File: src/rtl/ptw_pkg.sv
package ptw_pkg;

  // Entry flag bit positions
  localparam int FLAG_PRESENT  = 0;
  localparam int FLAG_WRITE    = 1;
  localparam int FLAG_USER     = 2;
  localparam int FLAG_ACCESSED = 5;
  localparam int FLAG_DIRTY    = 6;

  localparam logic [1:0] RING_KERNEL = 2'd0;
  localparam logic [1:0] RING_USER   = 2'd3;

  localparam int CAUSE_W = 3;

  typedef enum logic [2:0] {
    ST_IDLE     = 3'd0,
    ST_READ_DIR = 3'd1,
    ST_READ_PTE = 3'd2,
    ST_UPDATE   = 3'd3,
    ST_DONE     = 3'd4
  } walk_state_e;

  typedef enum logic [CAUSE_W-1:0] {
    CAUSE_NONE   = 3'd0,
    CAUSE_DIR_NP = 3'd1,
    CAUSE_TBL_NP = 3'd2,
    CAUSE_WPROT  = 3'd3,
    CAUSE_PRIV   = 3'd4
  } fault_cause_e;

endpackage

File: src/rtl/ptw_root_reg.sv
module ptw_root_reg
  import ptw_pkg::*;
#(
  parameter int ADDR_W = 32,
  parameter int OFF_W  = 12
) (
  input  logic              clk,
  input  logic              rst_n,
  input  logic              walker_idle,
  input  logic [1:0]        cpl,
  input  logic              load_req,
  input  logic [ADDR_W-1:0] load_data,
  output logic [ADDR_W-1:0] root_q
);

  localparam logic [ADDR_W-1:0] FRAME_MASK = {{(ADDR_W-OFF_W){1'b1}}, {OFF_W{1'b0}}};

  logic              load_en;
  logic [ADDR_W-1:0] root_d;

  // Loading is a ring 0 privilege and is only allowed between walks
  assign load_en = load_req && walker_idle && (cpl == RING_KERNEL);

  always_comb begin
    root_d = root_q;
    if (load_en) begin
      root_d = load_data & FRAME_MASK;
    end
  end

  always_ff @(posedge clk or negedge rst_n) begin
    if (!rst_n) begin
      root_q <= '0;
    end else begin
      root_q <= root_d;
    end
  end

endmodule

File: src/rtl/ptw_entry_eval.sv
module ptw_entry_eval
  import ptw_pkg::*;
#(
  parameter int ADDR_W = 32
) (
  input  logic              dir_write,
  input  logic              dir_user,
  input  logic [ADDR_W-1:0] tbl_entry,
  input  logic              is_write,
  input  logic              is_user,
  output fault_cause_e      cause,
  output logic [ADDR_W-1:0] upd_entry,
  output logic              upd_needed
);

  logic              user_ok;
  logic              write_ok;
  logic [ADDR_W-1:0] set_mask;

  assign user_ok  = dir_user && tbl_entry[FLAG_USER];
  assign write_ok = dir_write && tbl_entry[FLAG_WRITE];

  // Bits that the hardware sets in the final entry
  for (genvar b = 0; b < ADDR_W; b++) begin : g_set_mask
    if (b == FLAG_ACCESSED) begin : g_acc
      assign set_mask[b] = 1'b1;
    end else if (b == FLAG_DIRTY) begin : g_dirty
      assign set_mask[b] = is_write;
    end else begin : g_keep
      assign set_mask[b] = 1'b0;
    end
  end

  // Ranking: table not present, then privilege, then write protection
  always_comb begin
    cause = CAUSE_NONE;
    if (!tbl_entry[FLAG_PRESENT]) begin
      cause = CAUSE_TBL_NP;
    end else if (is_user && !user_ok) begin
      cause = CAUSE_PRIV;
    end else if (is_write && !write_ok) begin
      cause = CAUSE_WPROT;
    end
  end

  assign upd_entry  = tbl_entry | set_mask;
  assign upd_needed = (upd_entry != tbl_entry);

endmodule

File: src/rtl/ptw_walk_fsm.sv
module ptw_walk_fsm
  import ptw_pkg::*;
#(
  parameter int ADDR_W = 32,
  parameter int OFF_W  = 12,
  parameter int DIR_W  = 10
) (
  input  logic              clk,
  input  logic              rst_n,
  input  logic [ADDR_W-1:0] root_q,
  input  logic [1:0]        cpl,
  input  logic              req_valid,
  output logic              req_ready,
  input  logic [ADDR_W-1:0] req_vaddr,
  input  logic              req_write,
  output logic              mem_req,
  output logic              mem_we,
  output logic [ADDR_W-1:0] mem_addr,
  output logic [ADDR_W-1:0] mem_wdata,
  input  logic [ADDR_W-1:0] mem_rdata,
  output logic              rsp_valid,
  output logic              rsp_fault,
  output logic [CAUSE_W-1:0] rsp_cause,
  output logic [ADDR_W-1:0] rsp_paddr
);

  localparam int TBL_W   = ADDR_W - OFF_W - DIR_W;
  localparam int FRAME_W = ADDR_W - OFF_W;
  localparam int ENT_LG  = 2;

  walk_state_e        state_q, state_d;
  logic               pend_q, pend_d;
  logic [ADDR_W-1:0]  va_q;
  logic               wr_q;
  logic               user_q;
  logic [FRAME_W-1:0] dfr_q;
  logic               dw_q;
  logic               du_q;
  logic [ADDR_W-1:0]  tent_q, tent_d;
  fault_cause_e       cause_q, cause_d;

  logic               cap_req;
  logic               dir_cap;
  logic               tbl_cap;
  logic               cause_en;

  fault_cause_e       eval_cause;
  logic [ADDR_W-1:0]  eval_upd;
  logic               eval_needed;

  logic [DIR_W-1:0]   dir_idx;
  logic [TBL_W-1:0]   tbl_idx;
  logic [ADDR_W-1:0]  dir_addr;
  logic [ADDR_W-1:0]  tbl_addr;
  logic               dir_bits_unused;

  assign dir_idx  = va_q[ADDR_W-1 -: DIR_W];
  assign tbl_idx  = va_q[OFF_W +: TBL_W];
  assign dir_addr = root_q + {{(ADDR_W-DIR_W-ENT_LG){1'b0}}, dir_idx, {ENT_LG{1'b0}}};
  assign tbl_addr = {dfr_q, {OFF_W{1'b0}}}
                  + {{(ADDR_W-TBL_W-ENT_LG){1'b0}}, tbl_idx, {ENT_LG{1'b0}}};

  // Directory flag bits the walker does not look at
  assign dir_bits_unused = ^{mem_rdata[OFF_W-1:FLAG_USER+1]};

  ptw_entry_eval #(
    .ADDR_W (ADDR_W)
  ) u_eval (
    .dir_write  (dw_q),
    .dir_user   (du_q),
    .tbl_entry  (mem_rdata),
    .is_write   (wr_q),
    .is_user    (user_q),
    .cause      (eval_cause),
    .upd_entry  (eval_upd),
    .upd_needed (eval_needed)
  );

  // Next-state logic
  always_comb begin
    state_d  = state_q;
    pend_d   = pend_q;
    cap_req  = 1'b0;
    dir_cap  = 1'b0;
    tbl_cap  = 1'b0;
    cause_en = 1'b0;
    cause_d  = cause_q;
    tent_d   = tent_q;
    unique case (state_q)
      ST_IDLE: begin
        if (req_valid) begin
          cap_req  = 1'b1;
          cause_en = 1'b1;
          cause_d  = CAUSE_NONE;
          pend_d   = 1'b0;
          state_d  = ST_READ_DIR;
        end
      end
      ST_READ_DIR: begin
        if (!pend_q) begin
          pend_d = 1'b1;
        end else begin
          pend_d  = 1'b0;
          dir_cap = 1'b1;
          if (!mem_rdata[FLAG_PRESENT]) begin
            cause_en = 1'b1;
            cause_d  = CAUSE_DIR_NP;
            state_d  = ST_DONE;
          end else begin
            state_d = ST_READ_PTE;
          end
        end
      end
      ST_READ_PTE: begin
        if (!pend_q) begin
          pend_d = 1'b1;
        end else begin
          pend_d  = 1'b0;
          tbl_cap = 1'b1;
          if (eval_cause != CAUSE_NONE) begin
            cause_en = 1'b1;
            cause_d  = eval_cause;
            tent_d   = mem_rdata;
            state_d  = ST_DONE;
          end else begin
            tent_d  = eval_upd;
            state_d = eval_needed ? ST_UPDATE : ST_DONE;
          end
        end
      end
      ST_UPDATE: state_d = ST_DONE;
      ST_DONE:   state_d = ST_IDLE;
      default:   state_d = ST_IDLE;
    endcase
  end

  // Registers
  always_ff @(posedge clk or negedge rst_n) begin
    if (!rst_n) begin
      state_q <= ST_IDLE;
      pend_q  <= 1'b0;
      va_q    <= '0;
      wr_q    <= 1'b0;
      user_q  <= 1'b0;
      dfr_q   <= '0;
      dw_q    <= 1'b0;
      du_q    <= 1'b0;
      tent_q  <= '0;
      cause_q <= CAUSE_NONE;
    end else begin
      state_q <= state_d;
      pend_q  <= pend_d;
      if (cap_req) begin
        va_q   <= req_vaddr;
        wr_q   <= req_write;
        user_q <= (cpl == RING_USER);
      end
      if (dir_cap) begin
        dfr_q <= mem_rdata[ADDR_W-1:OFF_W];
        dw_q  <= mem_rdata[FLAG_WRITE];
        du_q  <= mem_rdata[FLAG_USER];
      end
      if (tbl_cap) begin
        tent_q <= tent_d;
      end
      if (cause_en) begin
        cause_q <= cause_d;
      end
    end
  end

  // Outputs
  assign req_ready = (state_q == ST_IDLE);
  assign mem_req   = (((state_q == ST_READ_DIR) || (state_q == ST_READ_PTE)) && !pend_q)
                   || (state_q == ST_UPDATE);
  assign mem_we    = (state_q == ST_UPDATE);
  assign mem_addr  = (state_q == ST_READ_DIR) ? dir_addr : tbl_addr;
  assign mem_wdata = tent_q;
  assign rsp_valid = (state_q == ST_DONE);
  assign rsp_fault = (cause_q != CAUSE_NONE);
  assign rsp_cause = cause_q;
  assign rsp_paddr = (cause_q == CAUSE_NONE) ? {tent_q[ADDR_W-1:OFF_W], va_q[OFF_W-1:0]} : '0;

endmodule

File: src/rtl/pt_walk_unit.sv
module pt_walk_unit
  import ptw_pkg::*;
#(
  parameter int ADDR_W = 32,
  parameter int OFF_W  = 12,
  parameter int DIR_W  = 10
) (
  input  logic              clk,
  input  logic              rst_n,
  input  logic [1:0]        cpl,
  input  logic              root_load,
  input  logic [ADDR_W-1:0] root_wdata,
  input  logic              req_valid,
  output logic              req_ready,
  input  logic [ADDR_W-1:0] req_vaddr,
  input  logic              req_write,
  output logic              mem_req,
  output logic              mem_we,
  output logic [ADDR_W-1:0] mem_addr,
  output logic [ADDR_W-1:0] mem_wdata,
  input  logic [ADDR_W-1:0] mem_rdata,
  output logic              rsp_valid,
  output logic              rsp_fault,
  output logic [2:0]        rsp_cause,
  output logic [ADDR_W-1:0] rsp_paddr
);

  logic [ADDR_W-1:0] root_base;

  ptw_root_reg #(
    .ADDR_W (ADDR_W),
    .OFF_W  (OFF_W)
  ) u_root (
    .clk         (clk),
    .rst_n       (rst_n),
    .walker_idle (req_ready),
    .cpl         (cpl),
    .load_req    (root_load),
    .load_data   (root_wdata),
    .root_q      (root_base)
  );

  ptw_walk_fsm #(
    .ADDR_W (ADDR_W),
    .OFF_W  (OFF_W),
    .DIR_W  (DIR_W)
  ) u_fsm (
    .clk       (clk),
    .rst_n     (rst_n),
    .root_q    (root_base),
    .cpl       (cpl),
    .req_valid (req_valid),
    .req_ready (req_ready),
    .req_vaddr (req_vaddr),
    .req_write (req_write),
    .mem_req   (mem_req),
    .mem_we    (mem_we),
    .mem_addr  (mem_addr),
    .mem_wdata (mem_wdata),
    .mem_rdata (mem_rdata),
    .rsp_valid (rsp_valid),
    .rsp_fault (rsp_fault),
    .rsp_cause (rsp_cause),
    .rsp_paddr (rsp_paddr)
  );

endmodule

File: config.mk
export PLATFORM = sky130hd
export DESIGN_NAME = pt_walk_unit
export DESIGN_NICKNAME = d
export VERILOG_FILES = /design/src/rtl/ptw_pkg.sv /design/src/rtl/ptw_root_reg.sv /design/src/rtl/ptw_entry_eval.sv /design/src/rtl/ptw_walk_fsm.sv /design/src/rtl/pt_walk_unit.sv
export SDC_FILE = /design/constraint.sdc
export NUM_CORES = 1
export LEC_CHECK = 0
export BUFFER_PORTS_ARGS = -buffer_cell sky130_fd_sc_hd__buf_4
export CORE_AREA = 5 5 125 127
export DETAILED_ROUTE_END_ITERATION = 10
export DIE_AREA = 0 0 130 132
export HOLD_SLACK_MARGIN = 0.02
export SKIP_CTS_REPAIR_TIMING = 1
export SYNTH_ARGS = -nofsm -noshare
export SYNTH_HDL_FRONTEND = slang
export SYNTH_SLANG_ARGS = --single-unit
File: constraint.sdc
create_clock -name clk -period 2.2 [get_ports clk]
set_input_delay 0.22 -clock clk [delete_from_list [all_inputs] [get_ports clk]]
set_output_delay 0.22 -clock clk [all_outputs]
set_load 0.03 [all_outputs]
# Word level (Yosys, flattened, before mapping)
# Index checks and enable logic that the tools add are counted.
[classes]
eq_ne = 11
bitwise_logic = 1
addsub = 2
n_div = 0
mul = 0
n_lt_le_gt_ge = 0
mux = 32
shift = 0
n_reduce_logical = 24
[ops]
columns = ["op", "n"]
rows = [
  ["two-way mux 32 bit", 3],
  ["adder 32 x 12 -> 32 bit", 2],
  ["two-way mux 3 bit", 13],
  ["!= test 32 bit", 1],
  ["OR 32 x 7 -> 32 bit", 1],
  ["case mux 3 bit (4 select lines)", 1],
  ["two-way mux 1 bit", 11],
  ["case mux 3 bit (3 select lines)", 1],
  ["nonzero test 3 bit", 3],
  ["logical AND 1 bit", 7],
  ["AND reduction 7 bit", 1],
  ["equality test 3 x 2 -> 1 bit, second input constant", 2],
  ["logical NOT 3 bit", 2],
  ["!= test 2 x 1 -> 1 bit, second input constant", 3],
  ["AND reduction 3 bit", 2],
  ["!= test 2 bit, second input constant", 2],
  ["equality test 3 x 1 -> 1 bit, second input constant", 1],
  ["equality test 3 bit, second input constant", 1],
  ["logical NOT 1 bit", 3],
  ["case mux 1 bit (3 select lines)", 1],
  ["equality test 2 bit, second input constant", 1],
  ["logical NOT 2 bit", 1],
  ["logical OR 1 bit", 2],
  ["two-way mux 2 bit", 1],
  ["4 further kinds", 4],
]
[totals]
mem_bits_rw = 0
ff_bits = 115
mem_count = 0
rom_bits = 0
latch_bits = 0

# Logic depth before layout (Yosys ltp)
[depth]
depth_word = 11
ltp_mapped = 6
ltp_nobuf = 4

# By module
# Synthesis repeated with hierarchy kept, for this count alone.
[unflattened]
hier_cells = 637
hier_area_um2 = 6610.1
[modules_own_cells]
columns = ["mod", "instances", "area_per_inst_um2", "cells_each", "seq_area_each_um2"]
rows = [
  ["ptw_walk_fsm", 1, 5383.9, 541, 2377.3],
  ["ptw_root_reg", 1, 929.6, 56, 500.5],
  ["ptw_entry_eval", 1, 296.5, 40, 0.0],
]

# Worst setup path after synthesis
# Ideal clock, no wire load.
[synth_timing]
path_type = "register -> register"
startpoint = "register u_fsm.state_q[1]"
endpoint = "register u_fsm.va_q[0]"
period_less_slack_ps = 1921
path_slack_ps = 279
n_path_buf = 2
t_arrival_ps = 1796
setup_time_ps = 125
path_stages_with_launch = 6
cell_sequence = "dfrtp_1 > nor3_2 > and2_1 > buf_4 > buf_4 > mux2_2"
[synth_between]
elab_chain_cells = 2
[synth_lines]
columns = ["element", "line_no", "rtl"]
rows = [
  ["from (decl)", "ptw_walk_fsm.sv:31", "walk_state_e state_q, state_d;"],
  ["from (signal assigned)", "ptw_walk_fsm.sv:151", "state_q <= state_d;"],
  ["logical NOT 3 bit", "--", ""],
  ["via req_ready", "pt_walk_unit.sv:14", "output logic req_ready,"],
  ["two-way mux 1 bit", "ptw_walk_fsm.sv:89", "unique case (state_q)"],
  ["to (signal assigned)", "ptw_walk_fsm.sv:154", "va_q <= req_vaddr;"],
  ["to (decl)", "ptw_walk_fsm.sv:33", "logic [ADDR_W-1:0] va_q;"],
]
# The timed path passes the listed nets, and every way through them passes these cells.
# A chain may end at the register's enable or synchronous reset.

# Final worst setup path
[layout_timing]
startpoint = "register u_fsm.state_q[1]"
endpoint = "output mem_addr[25]"
[layout_between]
elab_chain_cells = 2
[layout_lines]
columns = ["element", "line_no", "rtl"]
rows = [
  ["equality test 3 x 1 -> 1 bit", "ptw_walk_fsm.sv:177", "assign mem_addr = (state_q == ST_READ_DIR) ? dir_addr : tbl_addr;"],
  ["two-way mux 32 bit", "ptw_walk_fsm.sv:177", ""],
  ["to (decl)", "pt_walk_unit.sv:19", "output logic [ADDR_W-1:0] mem_addr,"],
]
# No other way between the ends.

==> qor.txt <==
H-tree levels -> 4
Area delta synth->final -> 44.7%
Yosys warning count -> 0
HPWL after DPL -> 9850 um
Number of global-route vias before repair -> 3981
Status -> finished clean
Non-Filler Instances -> 785
Power Dens Cells -> 1830 mW/mm^2
Fin crit period -> 2.08 ns
GRT Util Overall -> 0.160
Arrival time of the worst setup path -> 1.86 ns
Routed wire per std cell -> 17.1 um
First drt pass iteration count -> 4
Pre-CTS setup slack -> 0.369 ns
Final setup margin -> 0.117 ns
Synthesized instance count -> 378
Clock root buffer -> clkbuf_16
Worst endpoint required time -> 1.98 ns
WS Path Type -> register to output port
Worst slew pin tran -> 0.571 ns
Yosys top cell area share -> 0.552
Final Cycle Share -> 0.947
Worst-path fanout max -> 5
Setup-failing EPs final -> 0
Seq. cell area -> 0.00288 mm^2
Flops & latches, synth -> 115
Clock net sink count -> 115
Synth top area cells -> dfrtp_1, mux2_2, and2_1
Max Slew Vio Count -> 0
Initial DRC count -> 163
Final Util -> 0.527
GRT overflow -> 0
Crit path capture type -> output port
Peak supply drop -> 0.000804 V
Hold Path Class -> primary input to register
Share of cells above drive strength 1 -> 0.621
Initial antenna violation count -> 0
Horiz. Die Dim -> 130 um
Antenna Cells -> 0
Die Height -> 132 um
GP Congestion -> 0.820
Final WL -> 13400 um
Startpoint Class -> register
Port Buffer Count -> 192
Multi-input logic area -> 0.00214 mm^2
First-pass GRT wire length -> 21400 um
CP startpoint -> u_fsm.state_q[1]
Hold WS -> 0.0253 ns
Commonest non-fill, non-tap cell in the layout -> buf_4
# fillers -> 1272
Skew-Pair Late Insertion Delay -> 0.41 ns
Clock buffer depth -> 2
CTS buffer count -> 17
Synth Cell Area -> 0.00521 mm^2
Clock transition at the registers of the reported paths -> 0.05 ns
Final instance area -> 0.00754 mm^2
Biggest area consumer among synthesized cells -> dfrtp_1
DR DRC count -> 0
Core box area -> 0.0143 mm^2
Largest net degree at the start of global routing -> 44
Starting Density -> 0.364
Area after DPL -> 0.00692 mm^2
Most frequent cells in the layout -> buf_4, mux2_2, dfrtp_1, and2_1, clkbuf_16
Max frequency -> 480 MHz
Vias per cell -> 4.73
R2R Path Start -> u_fsm.state_q[1]
Row Count -> 44
Max_slew headroom -> 0.619
Fin. Hold Viols -> 0
Full die area -> 0.0172 mm^2
RSZ-0062 raised after global routing -> no
Post-synthesis sequential area ratio -> 0.552
Leak -> 0.00356 uW
Reg2reg end -> u_fsm.mem_wdata[24]
Top-Level Pins -> 207
Final net count -> 692
FF-to-FF setup slack -> 0.35 ns
Routed vias -> 3716
CTS tree -> yes
End of the critical path -> mem_addr[25]
Number of distinct library cells after synthesis -> 41
Worst Clk Skew -> 0.00853 ns
Dpl cells -> 747
# Max-Cap Violations -> 0
Synth Area per Inst -> 13.8 um^2
Reg2Reg Depth -> 5
ANT nets after route -> 0
## through the flow
step,power (uW),setup TNS (ns)
2_1_floorplan,8640,0
3_3_place_gp,11100,0
3_5_place_dp,11300,0
4_1_cts,13900,-2.06
5_1_grt,14500,0
6_report,13800,0
## sequential cells by signal, indices dropped and copies added, names as in the netlist
register and flops:
u_fsm.mem_wdata 32, u_fsm.dw_q 1, u_fsm.dfr_q 20, u_root.root_q 20
u_fsm.pend_q 1, u_fsm.rsp_cause 3, u_fsm.va_q 32, u_fsm.user_q 1
u_fsm.wr_q 1, u_fsm.du_q 1, u_fsm.state_q 3
## area by class of cell
type	count	share of cell area
sequential	115	0.382
multi-input combinational	231	0.283
timing repair buffer	217	0.228
clock buffer	26	0.0662
tap	184	0.0305
clock inverter	5	0.00664
inverter	7	0.00349
## per-layer routing
layer / share of wire / global-route usage
met2: 0.53 / 0.274
met3: 0.068 / 0.0616
met1: 0.39 / 0.184
met4: 0.0079 / 0.0502
met5: 0 / 0
## worst min path at each step
stage                 start  slack, ns              to  cells after the start
2_1_floorplan         rst_n      -0.08  u_fsm.dfr_q[0]                      0
3_3_place_gp          rst_n       0.26  u_fsm.va_q[25]                      1
3_5_place_dp          rst_n       0.27  u_fsm.va_q[30]                      1
4_1_cts               rst_n      -0.18  u_fsm.va_q[30]                      1
5_1_grt        req_vaddr[7]       0.02   u_fsm.va_q[7]                      2
6_report          req_write       0.03      u_fsm.wr_q                      3
## logic make-up (layout without fill, tap and decap cells)
kind of cell	Yosys count	count (layout)	share of synthesized area
mux	134	134	0.290
flops	115	115	0.552
simple gates	71	71	0.0836
buf+inv	33	255	0.0399
compound gates	24	24	0.0336
other cells	1	2	0.000720
## critical path, stage by stage (launching register included)
cell,delay (ns)
dfrtp_1,0.40
nor2b_2,0.16
and2_4,0.23
buf_4,0.17
mux2_2,0.34
buf_4,0.17
## report_power, final
| part | switching, uW | internal, uW |
|---|---|---|
| registers | 564 | 3160 |
| clock network | 898 | 1660 |
| logic | 4040 | 3450 |
| total | 5500 | 8270 |
## cells in the mapped netlist
cell and count:
nor2b_2 1, nor3_2 1, o22a_2 1, buf_4 13, nand2b_4 1, mux2_1 11
o2111ai_1 1, nor3b_2 1, o21ai_1 1, and3_2 1, and2_1 36, or3_2 1
o221a_2 1, o21ai_0 5, nand3_1 4, nand4bb_1 1, nor2b_1 1, o32a_1 1
and3_1 1, nand2b_1 1, mux2_2 123, nor4_1 2, nor2_1 7, nand2_1 6
o21a_1 1, clkbuf_1 5, nor3b_1 1, conb_1 1, o31ai_1 1, or3_4 1
o22ai_1 2, nor3_1 4, a21boi_0 4, a31oi_1 2, a311oi_2 1, inv_1 7
buf_2 4, dfrtp_1 115, buf_6 4, a21oi_1 2, o211a_1 1
Note: power is estimated with default switching activity, not from simulation.
